[src/rtl/ring_node_pkg.sv]
package ring_node_pkg;

  typedef enum logic [2:0] {
    S_HEAD, S_REGA, S_WDATA, S_WCRC, S_RCNT, S_REPLY, S_RCRC, S_SKIP
  } parseState_t;

  typedef enum logic [1:0] {
    PUSH_HDR, PUSH_RAW, PUSH_RDATA, PUSH_CRC
  } pushSel_t;

  // Strobes from the control FSM to the datapath
  typedef struct packed {
    logic     push;
    pushSel_t pushSel;
    logic     crcStart;
    logic     crcRx;
    logic     crcRd;
    logic     latchReg;
    logic     latchData;
    logic     rdStep;
    logic     wrFire;
  } ctrlStrobe_t;

  // One byte folded into a CRC-8, polynomial 0x07, MSB first
  function automatic logic [7:0] crc8Step(input logic [7:0] crcIn, input logic [7:0] dataIn);
    logic [7:0] acc;
    acc = crcIn ^ dataIn;
    for (int i = 0; i < 8; i++) begin
      acc = acc[7] ? ((acc << 1) ^ 8'h07) : (acc << 1);
    end
    return acc;
  endfunction

endpackage

[src/rtl/node_uart_rx.sv]
module node_uart_rx #(
  parameter int CLKS_PER_BIT = 40
) (
  input  logic       clk,
  input  logic       rstN,
  input  logic       rxLine,
  output logic       byteValid,
  output logic [7:0] byteData
);
  localparam int CW = $clog2(CLKS_PER_BIT + 1);
  localparam logic [CW-1:0] HALF_T = CW'(CLKS_PER_BIT / 2 - 1);
  localparam logic [CW-1:0] LAST_T = CW'(CLKS_PER_BIT - 1);

  typedef enum logic [1:0] {RX_IDLE, RX_START, RX_DATA, RX_STOP} rxState_t;

  logic [1:0]    syncQ;
  rxState_t      rxState;
  logic [CW-1:0] tick;
  logic [2:0]    bitIdx;
  logic [7:0]    shiftQ;
  logic          lineS;

  assign lineS = syncQ[1];

  always_ff @(posedge clk) begin
    if (!rstN) begin
      syncQ     <= 2'b11;
      rxState   <= RX_IDLE;
      tick      <= '0;
      bitIdx    <= '0;
      shiftQ    <= '0;
      byteValid <= 1'b0;
      byteData  <= '0;
    end else begin
      syncQ     <= {syncQ[0], rxLine};
      byteValid <= 1'b0;
      case (rxState)
        RX_IDLE: begin
          tick <= '0;
          if (!lineS) rxState <= RX_START;
        end
        RX_START: begin
          if (tick == HALF_T) begin
            tick    <= '0;
            bitIdx  <= '0;
            rxState <= lineS ? RX_IDLE : RX_DATA;
          end else begin
            tick <= tick + 1'b1;
          end
        end
        RX_DATA: begin
          if (tick == LAST_T) begin
            tick   <= '0;
            shiftQ <= {lineS, shiftQ[7:1]};
            if (bitIdx == 3'd7) rxState <= RX_STOP;
            else                bitIdx  <= bitIdx + 1'b1;
          end else begin
            tick <= tick + 1'b1;
          end
        end
        default: begin
          if (tick == LAST_T) begin
            tick    <= '0;
            rxState <= RX_IDLE;
            if (lineS) begin
              byteValid <= 1'b1;
              byteData  <= shiftQ;
            end
          end else begin
            tick <= tick + 1'b1;
          end
        end
      endcase
    end
  end
endmodule

[src/rtl/node_uart_tx.sv]
module node_uart_tx #(
  parameter int CLKS_PER_BIT = 40
) (
  input  logic       clk,
  input  logic       rstN,
  input  logic       loadEn,
  input  logic [7:0] loadData,
  output logic       busy,
  output logic       txLine
);
  localparam int CW = $clog2(CLKS_PER_BIT + 1);
  localparam logic [CW-1:0] LAST_T = CW'(CLKS_PER_BIT - 1);

  logic [8:0]    frameQ;
  logic [3:0]    bitsLeft;
  logic [CW-1:0] tick;

  assign busy = (bitsLeft != 4'd0);

  always_ff @(posedge clk) begin
    if (!rstN) begin
      frameQ   <= '1;
      bitsLeft <= '0;
      tick     <= '0;
      txLine   <= 1'b1;
    end else if (!busy) begin
      tick <= '0;
      if (loadEn) begin
        frameQ   <= {1'b1, loadData};
        bitsLeft <= 4'd10;
        txLine   <= 1'b0;
      end
    end else if (tick == LAST_T) begin
      tick     <= '0;
      bitsLeft <= bitsLeft - 1'b1;
      txLine   <= (bitsLeft == 4'd1) ? 1'b1 : frameQ[0];
      frameQ   <= {1'b1, frameQ[8:1]};
    end else begin
      tick <= tick + 1'b1;
    end
  end
endmodule

[src/rtl/node_datapath.sv]
module node_datapath
  import ring_node_pkg::*;
#(
  parameter int          CLKS_PER_BIT = 40,
  parameter int          FIFO_DEPTH   = 4,
  parameter logic [5:0]  BCAST_ADDR   = 6'h3F,
  parameter logic [7:0]  ADDR_REG     = 8'h3B
) (
  input  logic        clk,
  input  logic        rstN,
  input  logic        rxLine,
  output logic        txLine,
  input  ctrlStrobe_t ctl,
  output logic        rxValid,
  output logic [7:0]  rxByte,
  output logic        hdrMine,
  output logic        hdrWrite,
  output logic        crcMatch,
  output logic        fifoFull,
  output logic        assigned,
  output logic [7:0]  regAddr,
  output logic        regWrEn,
  output logic [7:0]  regWrData,
  output logic        regRdEn,
  input  logic [7:0]  regRdData
);
  localparam int PW = (FIFO_DEPTH > 1) ? $clog2(FIFO_DEPTH) : 1;
  localparam logic [PW:0] FULL_N = (PW + 1)'(FIFO_DEPTH);

  logic [5:0] myAddr;
  logic [7:0] crcQ, regPtr, dataQ, hdrOut, pushData;
  logic       claimable, wrQ;

  node_uart_rx #(.CLKS_PER_BIT(CLKS_PER_BIT)) u_rx (
    .clk(clk), .rstN(rstN), .rxLine(rxLine), .byteValid(rxValid), .byteData(rxByte)
  );

  // Header decode
  assign claimable = !assigned && (rxByte[7:1] == 7'd0);
  assign hdrMine   = !rxByte[7] &&
                     (claimable ||
                      (assigned && rxByte[6:1] == myAddr) ||
                      (rxByte[6:1] == BCAST_ADDR && rxByte[0]));
  assign hdrWrite  = rxByte[0];
  assign hdrOut    = claimable ? (rxByte | 8'h80) : rxByte;
  assign crcMatch  = (rxByte == crcQ);

  always_ff @(posedge clk) begin
    if (!rstN) begin
      crcQ     <= '0;
      regPtr   <= '0;
      dataQ    <= '0;
      wrQ      <= 1'b0;
      myAddr   <= '0;
      assigned <= 1'b0;
    end else begin
      if (ctl.crcStart)   crcQ <= crc8Step(8'h00, rxByte);
      else if (ctl.crcRx) crcQ <= crc8Step(crcQ, rxByte);
      else if (ctl.crcRd) crcQ <= crc8Step(crcQ, regRdData);
      if (ctl.latchReg)    regPtr <= rxByte;
      else if (ctl.rdStep) regPtr <= regPtr + 1'b1;
      if (ctl.latchData) dataQ <= rxByte;
      wrQ <= ctl.wrFire;
      if (ctl.wrFire && regPtr == ADDR_REG && dataQ[7]) begin
        myAddr   <= dataQ[5:0];
        assigned <= 1'b1;
      end
    end
  end

  assign regAddr   = regPtr;
  assign regWrEn   = wrQ;
  assign regWrData = dataQ;
  assign regRdEn   = ctl.rdStep;

  // Output queue feeding the transmitter
  always_comb begin
    case (ctl.pushSel)
      PUSH_HDR:   pushData = hdrOut;
      PUSH_RAW:   pushData = rxByte;
      PUSH_RDATA: pushData = regRdData;
      default:    pushData = crcQ;
    endcase
  end

  logic [7:0]    fifoMem [FIFO_DEPTH];
  logic [PW-1:0] wrPtr, rdPtr;
  logic [PW:0]   fill;
  logic          doPush, doPop, txBusy;

  assign fifoFull = (fill == FULL_N);
  assign doPush   = ctl.push && !fifoFull;
  assign doPop    = !txBusy && (fill != '0);

  always_ff @(posedge clk) begin
    if (doPush) fifoMem[wrPtr] <= pushData;
  end

  always_ff @(posedge clk) begin
    if (!rstN) begin
      wrPtr <= '0;
      rdPtr <= '0;
      fill  <= '0;
    end else begin
      if (doPush) wrPtr <= wrPtr + 1'b1;
      if (doPop)  rdPtr <= rdPtr + 1'b1;
      case ({doPush, doPop})
        2'b10:   fill <= fill + 1'b1;
        2'b01:   fill <= fill - 1'b1;
        default: fill <= fill;
      endcase
    end
  end

  node_uart_tx #(.CLKS_PER_BIT(CLKS_PER_BIT)) u_tx (
    .clk(clk), .rstN(rstN), .loadEn(doPop), .loadData(fifoMem[rdPtr]),
    .busy(txBusy), .txLine(txLine)
  );
endmodule

[src/rtl/node_control.sv]
module node_control
  import ring_node_pkg::*;
#(
  parameter int CLKS_PER_BIT = 40,
  parameter int IDLE_BYTES   = 2
) (
  input  logic        clk,
  input  logic        rstN,
  input  logic        rxValid,
  input  logic [7:0]  rxByte,
  input  logic        hdrMine,
  input  logic        hdrWrite,
  input  logic        crcMatch,
  input  logic        fifoFull,
  output ctrlStrobe_t ctl
);
  localparam int IDLE_LIMIT = IDLE_BYTES * 10 * CLKS_PER_BIT;
  localparam int IW = $clog2(IDLE_LIMIT + 1);
  localparam logic [IW-1:0] IDLE_MAX = IW'(IDLE_LIMIT);

  parseState_t state, nextState;
  logic        mineQ, writeQ, waiting;
  logic [8:0]  leftQ;
  logic [IW-1:0] idleQ;

  assign waiting = (state == S_REGA) || (state == S_WDATA) || (state == S_WCRC) ||
                   (state == S_RCNT) || (state == S_SKIP);

  always_comb begin
    ctl       = '0;
    nextState = state;
    if (rxValid) begin
      ctl.push    = 1'b1;
      ctl.pushSel = (state == S_HEAD) ? PUSH_HDR : PUSH_RAW;
    end
    case (state)
      S_HEAD: if (rxValid) begin
        ctl.crcStart = 1'b1;
        nextState    = S_REGA;
      end
      S_REGA: if (rxValid) begin
        ctl.crcRx    = 1'b1;
        ctl.latchReg = 1'b1;
        nextState    = writeQ ? S_WDATA : S_RCNT;
      end
      S_WDATA: if (rxValid) begin
        ctl.crcRx     = 1'b1;
        ctl.latchData = 1'b1;
        nextState     = S_WCRC;
      end
      S_WCRC: if (rxValid) begin
        ctl.wrFire = mineQ && crcMatch;
        nextState  = S_HEAD;
      end
      S_RCNT: if (rxValid) begin
        ctl.crcRx = 1'b1;
        if (!mineQ)               nextState = S_SKIP;
        else if (rxByte == 8'd0)  nextState = S_RCRC;
        else                      nextState = S_REPLY;
      end
      S_REPLY: if (!rxValid && !fifoFull) begin
        ctl.rdStep  = 1'b1;
        ctl.crcRd   = 1'b1;
        ctl.push    = 1'b1;
        ctl.pushSel = PUSH_RDATA;
        if (leftQ == 9'd1) nextState = S_RCRC;
      end
      S_RCRC: if (!rxValid && !fifoFull) begin
        ctl.push    = 1'b1;
        ctl.pushSel = PUSH_CRC;
        nextState   = S_HEAD;
      end
      default: if (rxValid && leftQ == 9'd1) nextState = S_HEAD;
    endcase
    if (!rxValid && waiting && idleQ == IDLE_MAX) nextState = S_HEAD;
  end

  always_ff @(posedge clk) begin
    if (!rstN) begin
      state  <= S_HEAD;
      mineQ  <= 1'b0;
      writeQ <= 1'b0;
      leftQ  <= '0;
      idleQ  <= '0;
    end else begin
      state <= nextState;
      if (state == S_HEAD && rxValid) begin
        mineQ  <= hdrMine;
        writeQ <= hdrWrite;
      end
      if (state == S_RCNT && rxValid)
        leftQ <= mineQ ? {1'b0, rxByte} : ({1'b0, rxByte} + 9'd1);
      else if (ctl.rdStep || (state == S_SKIP && rxValid))
        leftQ <= leftQ - 1'b1;
      if (rxValid || !waiting)   idleQ <= '0;
      else if (idleQ != IDLE_MAX) idleQ <= idleQ + 1'b1;
    end
  end
endmodule

[src/rtl/ring_node.sv]
module ring_node
  import ring_node_pkg::*;
#(
  parameter int         CLKS_PER_BIT = 40,
  parameter int         FIFO_DEPTH   = 4,
  parameter int         IDLE_BYTES   = 2,
  parameter logic [5:0] BCAST_ADDR   = 6'h3F,
  parameter logic [7:0] ADDR_REG     = 8'h3B
) (
  input  logic       clk,
  input  logic       rstN,
  input  logic       rxLine,
  output logic       txLine,
  output logic [7:0] regAddr,
  output logic       regWrEn,
  output logic [7:0] regWrData,
  output logic       regRdEn,
  input  logic [7:0] regRdData
);
  ctrlStrobe_t ctl;
  logic        rxValid, hdrMine, hdrWrite, crcMatch, fifoFull, assigned;
  logic [7:0]  rxByte;

  node_datapath #(
    .CLKS_PER_BIT(CLKS_PER_BIT), .FIFO_DEPTH(FIFO_DEPTH),
    .BCAST_ADDR(BCAST_ADDR), .ADDR_REG(ADDR_REG)
  ) u_dp (
    .clk(clk), .rstN(rstN), .rxLine(rxLine), .txLine(txLine), .ctl(ctl),
    .rxValid(rxValid), .rxByte(rxByte), .hdrMine(hdrMine), .hdrWrite(hdrWrite),
    .crcMatch(crcMatch), .fifoFull(fifoFull), .assigned(assigned),
    .regAddr(regAddr), .regWrEn(regWrEn), .regWrData(regWrData),
    .regRdEn(regRdEn), .regRdData(regRdData)
  );

  node_control #(.CLKS_PER_BIT(CLKS_PER_BIT), .IDLE_BYTES(IDLE_BYTES)) u_ctl (
    .clk(clk), .rstN(rstN), .rxValid(rxValid), .rxByte(rxByte),
    .hdrMine(hdrMine), .hdrWrite(hdrWrite), .crcMatch(crcMatch),
    .fifoFull(fifoFull), .ctl(ctl)
  );
endmodule

[config.mk]
export PLATFORM = sky130hd
export DESIGN_NAME = ring_node
export DESIGN_NICKNAME = d
export VERILOG_FILES = /design/src/rtl/ring_node_pkg.sv /design/src/rtl/node_uart_rx.sv /design/src/rtl/node_uart_tx.sv /design/src/rtl/node_datapath.sv /design/src/rtl/node_control.sv /design/src/rtl/ring_node.sv
export SDC_FILE = /design/constraint.sdc
export NUM_CORES = 1
export LEC_CHECK = 0
export BUFFER_PORTS_ARGS = -buffer_cell sky130_fd_sc_hd__buf_2
export CAP_MARGIN = 10
export CORE_ASPECT_RATIO = 0.5
export CORE_MARGIN = 4
export CORE_UTILIZATION = 60
export DETAILED_ROUTE_END_ITERATION = 12
export GPL_TIMING_DRIVEN = 1
export HOLD_SLACK_MARGIN = 0.12
export PLACE_DENSITY = 0.75
export RECOVER_POWER = 50
export REMOVE_ABC_BUFFERS = 1
export SLEW_MARGIN = 30
export SYNTH_ARGS = -nofsm -noshare
export SYNTH_HDL_FRONTEND = slang
export SYNTH_SLANG_ARGS = --single-unit
[constraint.sdc]
create_clock -name clk -period 2.8 [get_ports clk]
set_input_delay 0.84 -clock clk [delete_from_list [all_inputs] [get_ports clk]]
set_output_delay 0.84 -clock clk [all_outputs]
set_load 0.03 [all_outputs]
==> flow_summary.yaml <==
clocking:
  clockBufferDepth: 2
  h-tree-depth: 4
  holdBufCountCts: 0
  clockRootBuffer: "clkbuf_16"
  clk_pin_slew_worst_paths_ps: 60
  clock-sinks: 146
  tritoncts: "done"
  cts_inserted_buffers: 17
  clock_latency_ps: 420
logic_synthesis:
  ys_seq_area_frac: 0.4116
  yosysMostFrequentCell: "dfxtp_1"
  syn_area_per_cell_um2: 9.293
  synthesis.area_um2: 7880
  synth_area_leaders: "dfxtp_1, edfxtp_1, ha_1"
  async_reset_ff_frac: 0
  synth_top_cell_by_area: "dfxtp_1"
  netlist-cell-type-count: 77
  ys.flop_type: "dfxtp_1"
  synth_common_cells: "dfxtp_1, nor2_1, a21oi_1"
  synth_enable_flop_cells: 32
  synth_cells: 848
  ys_ff_latch: 146
  synth_top_area_frac: 0.2896
  yosysWarnings: 0
critical_path:
  crit_type: "reg -> out"
  critPathLaunchType: "register"
  ff2ff_setup_slack_ps: 260
  rr_worst_depth: 11
  worst-path-max-fanout: 10
  worstSetupEndpointType: "primary output"
  cp.required_ps: 1960
  timing.rr.start: "u_dp.u_tx.bitsLeft[1]"
  r2r_end: "u_dp.fill[2]"
  cp.arrival_ps: 1780
cells_and_area:
  diodes: 0
  layout-drive-gt1-share: 0.1008
  fin_area_um2: 8751
  fin_nets: 917
  post-route-util: 0.6851
  syn2layout_area_growth_pct: 11.05
timing:
  timing.final.crit_share: 0.9360
  final.setup.tns_ps: 0
  fmax_mhz: 381.6
  hold_viol_final: 0
  tightest_slew_ps: 1217
  timing_max_transition_violations_final: 0
  setup_viol: 0
  hold_ws_ps: 417.9
  period_minus_slack_ps: 2621
  max-slew-margin-rel: 0.1885
  rsz0062_at_grt: "false"
  clock_skew_ps: 11.74
route:
  viasPerCell: 5.841
  firstDrtPassIters: 5
  post_drt_wl_per_cell_um: 16.81
  first_iter_violations: 562
  drtAntennaViolNets: 0
  wl_um: 17700
  num_vias: 6151
  route.detailed.drc: 0
global_routing:
  grt.total_usage: 0.2420
  grtUsageMet1: 0.3188
  antenna_found_initial: 0
  grt_pass1_wl_um: 29080
  met3_usage: 0.05168
  grt_max_degree: 36
  grt_use_met2: 0.4008
  grt_pass1_vias: 5894
  grt.busiest_layer: "met2"
  overflow: 0
placement:
  place_area_um2: 8199
  gp_congestion: 0.8812
  portBuffers: 29
  hpwl_um: 12160
hold_path:
  min_from: "u_dp.u_rx.syncQ[0]"
  holdPathStages: 1
  hp-class: "reg -> reg"
  whs_endpoint: "u_dp.u_rx.syncQ[1]"
flow_run:
  max-cap-violations: 0
floorplanning:
  die_y_um: 89.04
  rows: 29
  core-area_um2: 12770
  dieArea_um2: 15140
  ios: 30
  initial_core_util: 0.6170
  chipWidth_um: 170.1
outcome:
  status: "finished, final reports clean"
pwr:
  power.density_nw_per_um2: 586.7
  peakVddDrop_v: 0.0003504
  leakage_nw: 3.259
## power breakdown
| group | switching [W] | internal (W) |
|---|---|---|
| Sequential | 0.0000662 | 0.00220 |
| Combinational | 0.000322 | 0.000242 |
| Clock | 0.000923 | 0.00138 |
| Total | 0.00131 | 0.00382 |
## per-layer routing
layer | up-vias | share of wire
li1 | 3050 | -
met1 | 2914 | 0.46
met5 | - | 0
met2 | 154 | 0.46
met3 | 33 | 0.052
met4 | 0 | 0.022
## placed cells by master, fill, tap and decap left out, types with 8 or more instances in the layout
master	instances
nand4_1	8
buf_4	19
mux2i_1	29
a21oi_1	54
nand3_1	29
nor2_1	103
dfxtp_1	114
a22oi_1	9
xor2_1	25
mux4_2	8
or3_1	10
clkbuf_16	18
nor3_1	17
nand2_1	50
ha_1	35
xnor2_1	50
buf_2	11
inv_1	38
edfxtp_1	32
and3_1	16
o21ai_0	46
clkbuf_1	23
o211ai_1	8
## stage by stage
step / power [W] / instances / setup slack [ps]
2_1_floorplan: 0.002725 / 797 / -34.30
3_3_place_gp: 0.002866 / 1021 / 430.0
3_5_place_dp: 0.002879 / 1021 / 337.7
4_1_cts: 0.005184 / 1053 / 75.44
5_1_grt: 0.005370 / 1053 / 25.81
6_report: 0.005134 / 1053 / 179.3
## cell families (layout without fill, tap and decap cells)
group	Yosys count	after routing	share of synthesized area
adder cells (fa/ha/maj)	36	36	0.05811
XOR/XNOR	83	83	0.1057
multiplexers	38	38	0.06113
AND/OR/NAND/NOR	283	283	0.1783
flip-flops	146	146	0.4116
buffers and inverters	90	125	0.04731
AO/OA/AOI/OAI	172	172	0.1378
## timing repair
item,CTS,global route
gates resized for setup,0,1
setup buffers,0,0
endpoints found under the setup margin,0,1
## worst max-delay path by stage
| stage | startpoint | to | slack (ps) | cells past startpoint |
|---|---|---|---|---|
| 3_5_place_dp | regRdData[6] | u_dp.crcQ[2] | 340 | 6 |
| 4_1_cts | u_dp.fill[2] | regRdEn | 80 | 4 |
| 2_1_floorplan | u_dp.u_tx.bitsLeft[0] | u_dp.fill[2] | -30 | 11 |
| 6_report | u_ctl.state[2] | regRdEn | 180 | 4 |
| 3_3_place_gp | regRdData[6] | u_dp.crcQ[2] | 430 | 6 |
| 5_1_grt | u_ctl.state[2] | regRdEn | 30 | 4 |
## registers in the layout, summed over array words and instances (netlist names), 6 cells and up, named ones only
signal	flops
u_dp.fifoMem	32
u_dp.u_tx.tick	6
u_ctl.idleQ	10
u_dp.regAddr	8
u_dp.crcQ	8
u_ctl.leftQ	9
u_dp.regWrData	8
u_dp.u_rx.shiftQ	8
u_dp.myAddr	6
u_dp.u_rx.byteData	8
u_dp.u_rx.tick	6
u_dp.u_tx.frameQ	8
## area by class of cell
type	instances	area [um^2]
clock buffer	19	454.2
clock inverter	13	146.4
fill	1007	4021
inverter	39	146.4
multi-input combinational	612	4258
sequential	146	3243
tap	170	212.7
timing repair buffer	54	290.3
## worst max-delay path, cell delays in order, from the launching register on
cell and delay, ps:
dfxtp_1 470, nor4bb_1 380, nand2_2 210, inv_1 110
buf_2 200
Power figures use the tool's default switching activity.
